File: src/rtl/bps_pkg.sv
package bps_pkg;
  localparam int unsigned GRAY_W = 16;

  // prefix-XOR from the MSB down; zero-extended inputs decode unchanged
  function automatic logic [GRAY_W-1:0] gray_to_bin(input logic [GRAY_W-1:0] g);
    logic [GRAY_W-1:0] b;
    b[GRAY_W-1] = g[GRAY_W-1];
    for (int i = GRAY_W - 2; i >= 0; i--) b[i] = b[i+1] ^ g[i];
    return b;
  endfunction
endpackage

File: src/rtl/bps_capture.sv
module bps_capture #(
  parameter int unsigned NUM_COLS    = 40,
  parameter int unsigned NUM_ROWS    = 20,
  parameter int unsigned NARROW_BITS = 9,
  parameter int unsigned WIDE_BITS   = 10,
  localparam int unsigned COL_W = $clog2(NUM_COLS),
  localparam int unsigned ROW_W = $clog2(NUM_ROWS),
  localparam int unsigned PLN_W = $clog2(WIDE_BITS)
) (
  input  logic             clk_i,
  input  logic             rst_ni,
  input  logic             bit_i,
  input  logic             bit_valid_i,
  input  logic             sync_i,
  input  logic             wide_i,
  output logic             wr_en_o,
  output logic             wr_bank_o,
  output logic [COL_W-1:0] wr_col_o,
  output logic [PLN_W-1:0] wr_plane_o,
  output logic             wr_bit_o,
  output logic             done_o,
  output logic             done_bank_o,
  output logic [ROW_W-1:0] done_row_o,
  output logic             done_last_o,
  output logic             done_wide_o
);
  localparam logic [COL_W-1:0] COL_MAX = COL_W'(NUM_COLS - 1);
  localparam logic [ROW_W-1:0] ROW_MAX = ROW_W'(NUM_ROWS - 1);
  localparam logic [PLN_W-1:0] PLN_NAR = PLN_W'(NARROW_BITS - 1);
  localparam logic [PLN_W-1:0] PLN_WID = PLN_W'(WIDE_BITS - 1);

  logic             armed_q, wide_q, bank_q;
  logic [COL_W-1:0] col_q, cur_col;
  logic [PLN_W-1:0] plane_q, cur_plane, top_plane;
  logic [ROW_W-1:0] row_q, cur_row;
  logic             take, cur_wide, col_end, plane_end, row_end, blk_end;

  always_comb begin
    take      = bit_valid_i && (sync_i || armed_q);
    cur_col   = sync_i ? '0 : col_q;
    cur_plane = sync_i ? '0 : plane_q;
    cur_row   = sync_i ? '0 : row_q;
    cur_wide  = sync_i ? wide_i : wide_q;
    top_plane = cur_wide ? PLN_WID : PLN_NAR;
    col_end   = (cur_col == COL_MAX);
    plane_end = (cur_plane == top_plane);
    row_end   = col_end && plane_end;
    blk_end   = row_end && (cur_row == ROW_MAX);
  end

  assign wr_en_o    = take;
  assign wr_bank_o  = bank_q;
  assign wr_col_o   = cur_col;
  assign wr_plane_o = cur_plane;
  assign wr_bit_o   = bit_i;

  always_ff @(posedge clk_i or negedge rst_ni) begin
    if (!rst_ni) begin
      armed_q     <= 1'b0;
      wide_q      <= 1'b0;
      bank_q      <= 1'b0;
      col_q       <= '0;
      plane_q     <= '0;
      row_q       <= '0;
      done_o      <= 1'b0;
      done_bank_o <= 1'b0;
      done_row_o  <= '0;
      done_last_o <= 1'b0;
      done_wide_o <= 1'b0;
    end else begin
      done_o <= take && row_end;
      if (take) begin
        armed_q <= !blk_end;
        wide_q  <= cur_wide;
        col_q   <= col_end ? '0 : cur_col + 1'b1;
        if (col_end) plane_q <= plane_end ? '0 : cur_plane + 1'b1;
        else         plane_q <= cur_plane;
        if (row_end) row_q <= blk_end ? '0 : cur_row + 1'b1;
        else         row_q <= cur_row;
        if (row_end) begin
          bank_q      <= ~bank_q;
          done_bank_o <= bank_q;
          done_row_o  <= cur_row;
          done_last_o <= blk_end;
          done_wide_o <= cur_wide;
        end
      end
    end
  end
endmodule

File: src/rtl/bps_buffer.sv
module bps_buffer #(
  parameter int unsigned NUM_COLS  = 40,
  parameter int unsigned WIDE_BITS = 10,
  localparam int unsigned COL_W = $clog2(NUM_COLS),
  localparam int unsigned PLN_W = $clog2(WIDE_BITS)
) (
  input  logic                 clk_i,
  input  logic                 wr_en_i,
  input  logic                 wr_bank_i,
  input  logic [COL_W-1:0]     wr_col_i,
  input  logic [PLN_W-1:0]     wr_plane_i,
  input  logic                 wr_bit_i,
  input  logic                 rd_bank_i,
  input  logic [COL_W-1:0]     rd_col_i,
  output logic [WIDE_BITS-1:0] rd_word_o
);
  logic [WIDE_BITS-1:0] words [2][NUM_COLS];

  for (genvar b = 0; b < 2; b++) begin : g_bank
    always_ff @(posedge clk_i) begin
      if (wr_en_i && (wr_bank_i == b[0]))
        words[b][wr_col_i][wr_plane_i] <= wr_bit_i;
    end
  end

  assign rd_word_o = words[rd_bank_i][rd_col_i];
endmodule

File: src/rtl/bps_emitter.sv
module bps_emitter
  import bps_pkg::*;
#(
  parameter int unsigned NUM_COLS    = 40,
  parameter int unsigned NUM_ROWS    = 20,
  parameter int unsigned NARROW_BITS = 9,
  parameter int unsigned WIDE_BITS   = 10,
  localparam int unsigned COL_W = $clog2(NUM_COLS),
  localparam int unsigned ROW_W = $clog2(NUM_ROWS)
) (
  input  logic                 clk_i,
  input  logic                 rst_ni,
  input  logic                 start_i,
  input  logic                 start_bank_i,
  input  logic [ROW_W-1:0]     start_row_i,
  input  logic                 start_last_i,
  input  logic                 start_wide_i,
  input  logic [WIDE_BITS-1:0] rd_word_i,
  output logic                 rd_bank_o,
  output logic [COL_W-1:0]     rd_col_o,
  output logic                 pix_valid_o,
  output logic [WIDE_BITS-1:0] pix_data_o,
  output logic [COL_W-1:0]     pix_col_o,
  output logic [ROW_W-1:0]     pix_row_o,
  output logic                 pix_eol_o,
  output logic                 pix_last_o
);
  localparam logic [COL_W-1:0]     COL_MAX  = COL_W'(NUM_COLS - 1);
  localparam logic [WIDE_BITS-1:0] NAR_MASK = WIDE_BITS'((1 << NARROW_BITS) - 1);

  logic             active_q, bank_q, last_q, wide_q;
  logic [COL_W-1:0] col_q;
  logic [ROW_W-1:0] row_q;
  logic [WIDE_BITS-1:0] masked;
  logic [GRAY_W-1:0]    decoded;
  logic                 at_end;

  assign rd_bank_o = bank_q;
  assign rd_col_o  = col_q;
  assign at_end    = (col_q == COL_MAX);

  always_comb begin
    masked  = rd_word_i & (wide_q ? '1 : NAR_MASK);
    decoded = gray_to_bin(GRAY_W'(masked));
  end

  always_ff @(posedge clk_i or negedge rst_ni) begin
    if (!rst_ni) begin
      active_q <= 1'b0;
      bank_q   <= 1'b0;
      last_q   <= 1'b0;
      wide_q   <= 1'b0;
      col_q    <= '0;
      row_q    <= '0;
    end else if (start_i) begin
      active_q <= 1'b1;
      bank_q   <= start_bank_i;
      last_q   <= start_last_i;
      wide_q   <= start_wide_i;
      row_q    <= start_row_i;
      col_q    <= '0;
    end else if (active_q) begin
      col_q <= at_end ? '0 : col_q + 1'b1;
      if (at_end) active_q <= 1'b0;
    end
  end

  always_ff @(posedge clk_i or negedge rst_ni) begin
    if (!rst_ni) begin
      pix_valid_o <= 1'b0;
      pix_data_o  <= '0;
      pix_col_o   <= '0;
      pix_row_o   <= '0;
      pix_eol_o   <= 1'b0;
      pix_last_o  <= 1'b0;
    end else begin
      pix_valid_o <= active_q;
      pix_eol_o   <= active_q && at_end;
      pix_last_o  <= active_q && at_end && last_q;
      if (active_q) begin
        pix_data_o <= decoded[WIDE_BITS-1:0];
        pix_col_o  <= col_q;
        pix_row_o  <= row_q;
      end
    end
  end
endmodule

File: src/rtl/bitplane_sorter.sv
module bitplane_sorter #(
  parameter int unsigned NUM_COLS    = 40,
  parameter int unsigned NUM_ROWS    = 20,
  parameter int unsigned NARROW_BITS = 9,
  parameter int unsigned WIDE_BITS   = 10
) (
  input  logic                        clk_i,
  input  logic                        rst_ni,
  input  logic                        bit_i,
  input  logic                        bit_valid_i,
  input  logic                        sync_i,
  input  logic                        wide_i,
  output logic                        pix_valid_o,
  output logic [WIDE_BITS-1:0]        pix_data_o,
  output logic [$clog2(NUM_COLS)-1:0] pix_col_o,
  output logic [$clog2(NUM_ROWS)-1:0] pix_row_o,
  output logic                        pix_eol_o,
  output logic                        pix_last_o
);
  localparam int unsigned COL_W = $clog2(NUM_COLS);
  localparam int unsigned ROW_W = $clog2(NUM_ROWS);
  localparam int unsigned PLN_W = $clog2(WIDE_BITS);

  logic             wr_en, wr_bank, wr_bit;
  logic [COL_W-1:0] wr_col, rd_col;
  logic [PLN_W-1:0] wr_plane;
  logic             done, done_bank, done_last, done_wide, rd_bank;
  logic [ROW_W-1:0] done_row;
  logic [WIDE_BITS-1:0] rd_word;

  bps_capture #(
    .NUM_COLS(NUM_COLS), .NUM_ROWS(NUM_ROWS),
    .NARROW_BITS(NARROW_BITS), .WIDE_BITS(WIDE_BITS)
  ) u_capture (
    .clk_i, .rst_ni, .bit_i, .bit_valid_i, .sync_i, .wide_i,
    .wr_en_o(wr_en), .wr_bank_o(wr_bank), .wr_col_o(wr_col),
    .wr_plane_o(wr_plane), .wr_bit_o(wr_bit),
    .done_o(done), .done_bank_o(done_bank), .done_row_o(done_row),
    .done_last_o(done_last), .done_wide_o(done_wide)
  );

  bps_buffer #(.NUM_COLS(NUM_COLS), .WIDE_BITS(WIDE_BITS)) u_buffer (
    .clk_i,
    .wr_en_i(wr_en), .wr_bank_i(wr_bank), .wr_col_i(wr_col),
    .wr_plane_i(wr_plane), .wr_bit_i(wr_bit),
    .rd_bank_i(rd_bank), .rd_col_i(rd_col), .rd_word_o(rd_word)
  );

  bps_emitter #(
    .NUM_COLS(NUM_COLS), .NUM_ROWS(NUM_ROWS),
    .NARROW_BITS(NARROW_BITS), .WIDE_BITS(WIDE_BITS)
  ) u_emitter (
    .clk_i, .rst_ni,
    .start_i(done), .start_bank_i(done_bank), .start_row_i(done_row),
    .start_last_i(done_last), .start_wide_i(done_wide),
    .rd_word_i(rd_word), .rd_bank_o(rd_bank), .rd_col_o(rd_col),
    .pix_valid_o, .pix_data_o, .pix_col_o, .pix_row_o, .pix_eol_o, .pix_last_o
  );
endmodule

File: config.mk
export PLATFORM = sky130hd
export DESIGN_NAME = bitplane_sorter
export DESIGN_NICKNAME = d
export VERILOG_FILES = /design/src/rtl/bps_pkg.sv /design/src/rtl/bps_capture.sv /design/src/rtl/bps_buffer.sv /design/src/rtl/bps_emitter.sv /design/src/rtl/bitplane_sorter.sv
export SDC_FILE = /design/constraint.sdc
export NUM_CORES = 1
export LEC_CHECK = 0
export ABC_AREA = 1
export BUFFER_PORTS_ARGS = -buffer_cell sky130_fd_sc_hd__buf_2
export CORE_MARGIN = 3
export CORE_UTILIZATION = 40
export DETAILED_ROUTE_END_ITERATION = 10
export PLACE_DENSITY_LB_ADDON = 0.25
export SYNTH_ARGS = -nofsm -noshare
export SYNTH_HDL_FRONTEND = slang
export SYNTH_SLANG_ARGS = --single-unit
export TNS_END_PERCENT = 30
File: constraint.sdc
create_clock -name clk_i -period 6.07 [get_ports clk_i]
set_input_delay 1.214 -clock clk_i [delete_from_list [all_inputs] [get_ports clk_i]]
set_output_delay 1.214 -clock clk_i [all_outputs]
set_load 0.05 [all_outputs]
==> results.md, run 1 <==
- RSZ-0062 raised after global routing: no
- Commonest non-fill, non-tap cell in the layout: nor3_1
- Post-CTS Setup Inserts: 0
- Finished Layout Cells: 5006
- Largest cells by area after synthesis: edfxtp_1 (60%), nor3_1 (10%), nand2_1 (7.4%)
- GRT overflow: 0
- Die H: 323.6 microns
- Post-synthesis mux area share: 0.004219
- Sequential cell area fraction in the yosys report: 0.6365
- 1st-iter DRT viols: 3337
- Worst slack, placed: 1.632 ns
- Pwr Density: 290.2 nW/um^2
- Dpl hpwl: 59070 microns
- Top FF cell, synth: edfxtp_1
- Worst setup EP type: register
- Synth-to-layout area growth: 8.524%
- Synth Area in Adders: 0.002171
- Largest net degree at the start of global routing: 209
- Post-synthesis compound-gate area fraction: 0.07206
- Area of the multi-input gates: 12280 sq um
- FF/Latch Area: 25680 sq um
- Synth Cell Area: 40330 sq um
- Slew @ Worst Pin: 1.184 ns
- Max Buffers Root-to-Sink: 3
- Synth Instances: 3880
- Vias in the first global route: 27.84k
- Async set-reset flop share out of synthesis: 0.07621
- Tmin final: 4.374 ns
- Synth cell types: 51
- Routed length per instance: 22.68 microns
- Worst endpoint required time: 6.67 ns
- Layout Nets: 3658
- Largest family of logic cells by synthesized area: simple AND/OR/NAND/NOR gates
- Initial antenna violation count: 1
- Worst min path class: register to register
- DRC viols: 0
- Status: completed
- Final WS setup: 1.696 ns
- Power Total: 0.01270 W
- Core ar.: 99140 sq um
- Post-Syn Nets: 3893
- Synth Area in Simple Gates: 0.2219
- CTS Root Cell: clkbuf_16
- # placed instances: 4837
- Clk slew on worst S/H paths: 0.06 ns
- Final Hold Fails: 0
- # H-tree levels: 3
- Hold Crit Depth: 2
- Critical setup path kind: register to register
- # diodes: 0
- Placed cell area: 40790 sq um
- Initial Util: 0.4069
- 1st-pass router iterations: 8
- First-pass GRT wire length: 173400 microns
- Cell row count: 115
- Slew Limit Fails: 0
- Post-synth EDFFs: 800
- CTS Hold Bufs: 0
- Synthesis Warnings: 0
- Vias per cell: 5.863
- Post-synthesis xor/xnor area fraction: 0.001954
- Clk_lat worst skew: 0.66 ns
- CTS tree: yes
- CTS sink cnt: 866
- Post-Route WL: 113600 microns
- Avg Inst Size Synth: 10.40 sq um
- Final Skew: 0.02649 ns
- Port buffer count: 29
- Worst EP arrival: 4.97 ns
- Final GP Congestion: 0.8046
- Count of final setup violators: 0
- Final critical-path share of the clock period: 0.7206
- Commonest non-fill, non-tap cells in the layout: nor3_1 (812), edfxtp_1 (800), nand2_1 (780)
- Synth top area share: 0.5956
- Layout cell share with drive strength beyond 1: 0.07206
- Fillers: 9357
- Final ANT Viol Nets: 0
- CP Max Fanout: 71
- GRT Overall Usage: 0.2149
- I/O pin cnt: 30
- Yosys reg bits: 866
- Setup TNS Final: 0 ns
- Final instance area: 43770 sq um
- Leading area contributor after synthesis: edfxtp_1
- Max Cap Viol: 0
- Post-cts sizing count: 0
- DIE WIDTH: 323.6 microns
- Via count: 29.35k
- Num CTS Buffers: 93
- Max Freq: 228.6 MHz
- Slew HR: 0.2046
- CP Launch Type: register
- Max VDD drop: 0.1912 mV
- Pleak: 14.27 nW
- Cells on worst reg2reg path: 14
- Die ar.: 104700 sq um
-- area by class of cell --
class                      instances  area share
clock buffer                     120     0.05734
clock inverter                    49     0.01086
inverter                          95    0.008547
multi-input combinational       2501      0.2806
sequential                       866      0.5867
tap                             1287     0.03679
timing repair buffer              88     0.01909
-- synth_stat cells, drive strengths merged (12+ instances only) --
| cell | count |
|---|---|
| nor3 | 815 |
| edfxtp | 800 |
| nand2 | 797 |
| clkbuf | 278 |
| nand3 | 237 |
| a21oi | 179 |
| buf | 140 |
| nor2 | 132 |
| o21ai | 101 |
| inv | 90 |
| dfrtp | 66 |
| a22oi | 37 |
| o22ai | 31 |
| a31oi | 20 |
| a221oi | 18 |
| mux2i | 17 |
| a32o | 16 |
| o311ai | 15 |
| o211ai | 13 |
| o2111ai | 12 |
-- per-layer routing --
layer / track usage / wire length (microns)
met1: 0.3045 / 49360
met2: 0.3427 / 53140
met3: 0.03151 / 7677
met4: 0.06765 / 3355
met5: 0 / 13
-- metrics by stage --
step	utilization	hold slack, ns
floorplan	-	0.4164
global placement	0.4114	0.4536
detailed placement	0.4114	0.4587
CTS	0.4415	0.4713
global route	0.4415	0.4870
finish	0.4415	0.4664
-- where the power goes --
part / internal, W / switching [W] / leakage (nW)
Combinational: 0.0000747 / 0.000430 / 4.71
Sequential: 0.00653 / 0.0000123 / 8.09
Clock: 0.00329 / 0.00236 / 1.47
-- worst max-delay path, cell delays in order, from the launching register on --
cell and delay, ns:
dfrtp_4 0.68, inv_6 0.63, buf_4 0.54, nand3_1 0.18, a221oi_1 0.87, o211ai_1 0.29
nand2_1 0.19, o21ai_2 0.11, inv_1 0.10, nand3_1 0.13, nand3_1 0.13, nand3_1 0.11
nand3_1 0.09, nand3_1 0.07, nand2_1 0.10
-- final timing paths --
path | end | from | slack [ns]
max in group asynchronous | u_emitter.rd_bank_o | rst_ni | 4.67
hold reg to reg | u_emitter.pix_row_o[4] | u_emitter.pix_row_o[4] | 0.47
min in group asynchronous | u_emitter.pix_col_o[5] | rst_ni | 0.74
setup reg to reg | u_emitter.pix_data_o[0] | u_emitter.rd_col_o[0] | 1.70
hold / removal | u_emitter.pix_row_o[4] | u_emitter.pix_row_o[4] | 0.47
setup / recovery | u_emitter.pix_data_o[0] | u_emitter.rd_col_o[0] | 1.70
-- cells by family after synthesis --
kind of cell / Yosys count
buffers and inverters: 513
AND/OR/NAND/NOR: 1998
XOR/XNOR: 9
flip-flops: 866
adder cells (fa/ha/maj): 7
AO/OA/AOI/OAI: 470
multiplexers: 17
-- flip-flops by register name, indices dropped and copies added (netlist names), 5 cells and up --
register / count
u_buffer.words: 800
u_emitter.pix_data_o: 10
u_capture.col_q: 6
u_emitter.pix_col_o: 6
u_emitter.rd_col_o: 6
u_capture.done_row_o: 5
u_capture.row_q: 5
u_emitter.pix_row_o: 5
u_emitter.row_q: 5
No activity file was read; power rests on OpenSTA's default activity.
==> inputs of run 2 (changes only) <==
Clock period 6.07 ns to 3.5 ns, I/O delays scaled along.
==> run 2 against run 1 <==
Cell count up 4.2%. Total power up 79%. Critical path depth up 4. Hold slack worse by 0.37 ns. Sequential power up 73%. Setup slack worse by 1.6 ns. Die area unchanged. Sequential cell count unchanged. Largest cell class unchanged. Register-to-register slack worse by 1.6 ns. Clock power up 84%. Core utilization up 2.7 points. First-iteration DRC count up 1.1%.
==> results.md, run 2 (synthesis results as in run 1) <==
- Clk_lat worst skew: 0.68 ns
- 1st-pass router iterations: 6
- Count of final setup violators: 0
- 1st-iter DRT viols: 3373
- CP Max Fanout: 15
- Synth-to-layout area growth: 15.22%
- Final Hold Fails: 0
- CTS Root Cell: clkbuf_16
- Die H: 323.6 microns
- CTS Hold Bufs: 0
- Slew @ Worst Pin: 0.9311 ns
- Max Cap Viol: 0
- Slew HR: 0.3793
- Core ar.: 99140 sq um
- First-pass GRT wire length: 178600 microns
- Critical setup path kind: register to register
- Final instance area: 46470 sq um
- Cells on worst reg2reg path: 18
- Cell row count: 115
- Setup TNS Final: 0 ns
- CTS tree: yes
- CTS sink cnt: 866
- DRC viols: 0
- Placed cell area: 42640 sq um
- Die ar.: 104700 sq um
- Commonest non-fill, non-tap cells in the layout: nor3_1 (813), edfxtp_1 (800), nand2_1 (774)
- Max Freq: 290.5 MHz
- Largest net degree at the start of global routing: 134
- DIE WIDTH: 323.6 microns
- # diodes: 0
- Pleak: 15.66 nW
- Worst endpoint required time: 4.10 ns
- Final critical-path share of the clock period: 0.9834
- Via count: 30.38k
- # H-tree levels: 3
- Pwr Density: 489.8 nW/um^2
- CP Launch Type: register
- Clk slew on worst S/H paths: 0.06 ns
- Num CTS Buffers: 96
- Final ANT Viol Nets: 0
- Routed length per instance: 22.90 microns
- Top reg by flops: u_buffer.words
- Initial Util: 0.4069
- Slew Limit Fails: 0
- Max VDD drop: 0.3581 mV
- GRT overflow: 0
- Initial antenna violation count: 0
- Worst setup EP type: register
- Regs by FF count: u_buffer.words: 800 flops, u_emitter.pix_data_o: 10 flops
- I/O pin cnt: 30
- Max Buffers Root-to-Sink: 3
- Tmin final: 3.442 ns
- GRT Overall Usage: 0.2210
- Commonest non-fill, non-tap cell in the layout: nor3_1
- Largest register FFs: 800
- Status: completed
- Final GP Congestion: 0.8379
- Port buffer count: 29
- Layout Nets: 3861
- Vias in the first global route: 28.56k
- Worst min path class: input pin to async pin
- Final Skew: 0.02934 ns
- Layout cell share with drive strength beyond 1: 0.1281
- Vias per cell: 5.826
- Dpl hpwl: 67390 microns
- Worst EP arrival: 4.04 ns
- Post-Route WL: 119400 microns
-- run 2: cell count changes in the layout (fill, tap and decap cells not counted), moves of 7 or more --
cell | previous run | this run
nand3_2 | 8 | 17
buf_16 | 0 | 7
clkbuf_16 | 94 | 106
buf_12 | 19 | 59
buf_4 | 40 | 182
nand3_1 | 229 | 216
-- run 2: what timing repair did --
item                       4_1_cts  5_1_grt
resized for setup                0       51
setup endpoints to repair        0        3
buffers inserted                 0       16
-- run 2: final cells by class --
class,instances,area (sq um)
multi-input combinational,2501,12430
clock buffer,115,2537
timing repair inverter,1,11.26
fill,9027,52670
sequential,866,25680
timing repair buffer,287,3104
inverter,95,395.4
tap,1287,1610
clock inverter,62,705.7
-- run 2: power breakdown --
group          internal (W)  leakage (nW)  switching, W
logic              0.000221          5.99      0.000773
registers            0.0113          8.09     0.0000207
clock network       0.00621          1.58       0.00421
total                0.0178          15.7       0.00501
-- run 2: path summary, 6_finish.rpt --
check	start	end	slack, ns
worst max register to register	u_emitter.rd_bank_o	u_emitter.pix_data_o[0]	0.06
max in group asynchronous	rst_ni	u_emitter.rd_bank_o	2.71
worst min register to register	u_emitter.pix_row_o[2]	u_emitter.pix_row_o[2]	0.47
min in group clk_i	u_emitter.pix_row_o[2]	u_emitter.pix_row_o[2]	0.47
worst min-delay path	rst_ni	u_emitter.pix_row_o[1]	0.1
worst max-delay path	u_emitter.rd_bank_o	u_emitter.pix_data_o[0]	0.06
-- run 2: worst max-delay path, cell delays in order, from the launching register on --
cell and delay [ns]:
dfrtp_4 0.57, buf_12 0.19, buf_4 0.16, clkbuf_16 0.18, nand2_1 0.07, a21oi_1 0.06
o311ai_1 0.74, nand3_1 0.31, nand2_1 0.17, o21ai_2 0.09, inv_1 0.11, nand3_4 0.11
nand2_4 0.11, nand2_4 0.07, nand3_1 0.11, nand3_1 0.09, nand3_1 0.10, nand3_1 0.08
nand2_1 0.06
-- run 2: layer usage --
layer / global-route usage / wire (microns) / part of all wire
met2: 0.3524 / 56510 / 0.47
met3: 0.03257 / 7951 / 0.067
met4: 0.06937 / 3511 / 0.029
met1: 0.3130 / 51420 / 0.43
met5: 0 / 0 / 0
-- run 2: stage by stage --
stage | hold WS [ns] | cells | total power, W | util | worst slack [ns]
2_1_floorplan | 0.4044 | 3880 | 0.01200 | - | 0.6445
3_3_place_gp | 0.4521 | 5013 | 0.01254 | 0.4301 | 0.1176
3_5_place_dp | 0.4582 | 5013 | 0.01255 | 0.4301 | 0.1254
4_1_cts | 0.07222 | 5190 | 0.02291 | 0.4628 | 0.1252
5_1_grt | 0.1235 | 5214 | 0.02337 | 0.4688 | -0.09230
6_report | 0.09670 | 5214 | 0.02276 | 0.4688 | 0.05821
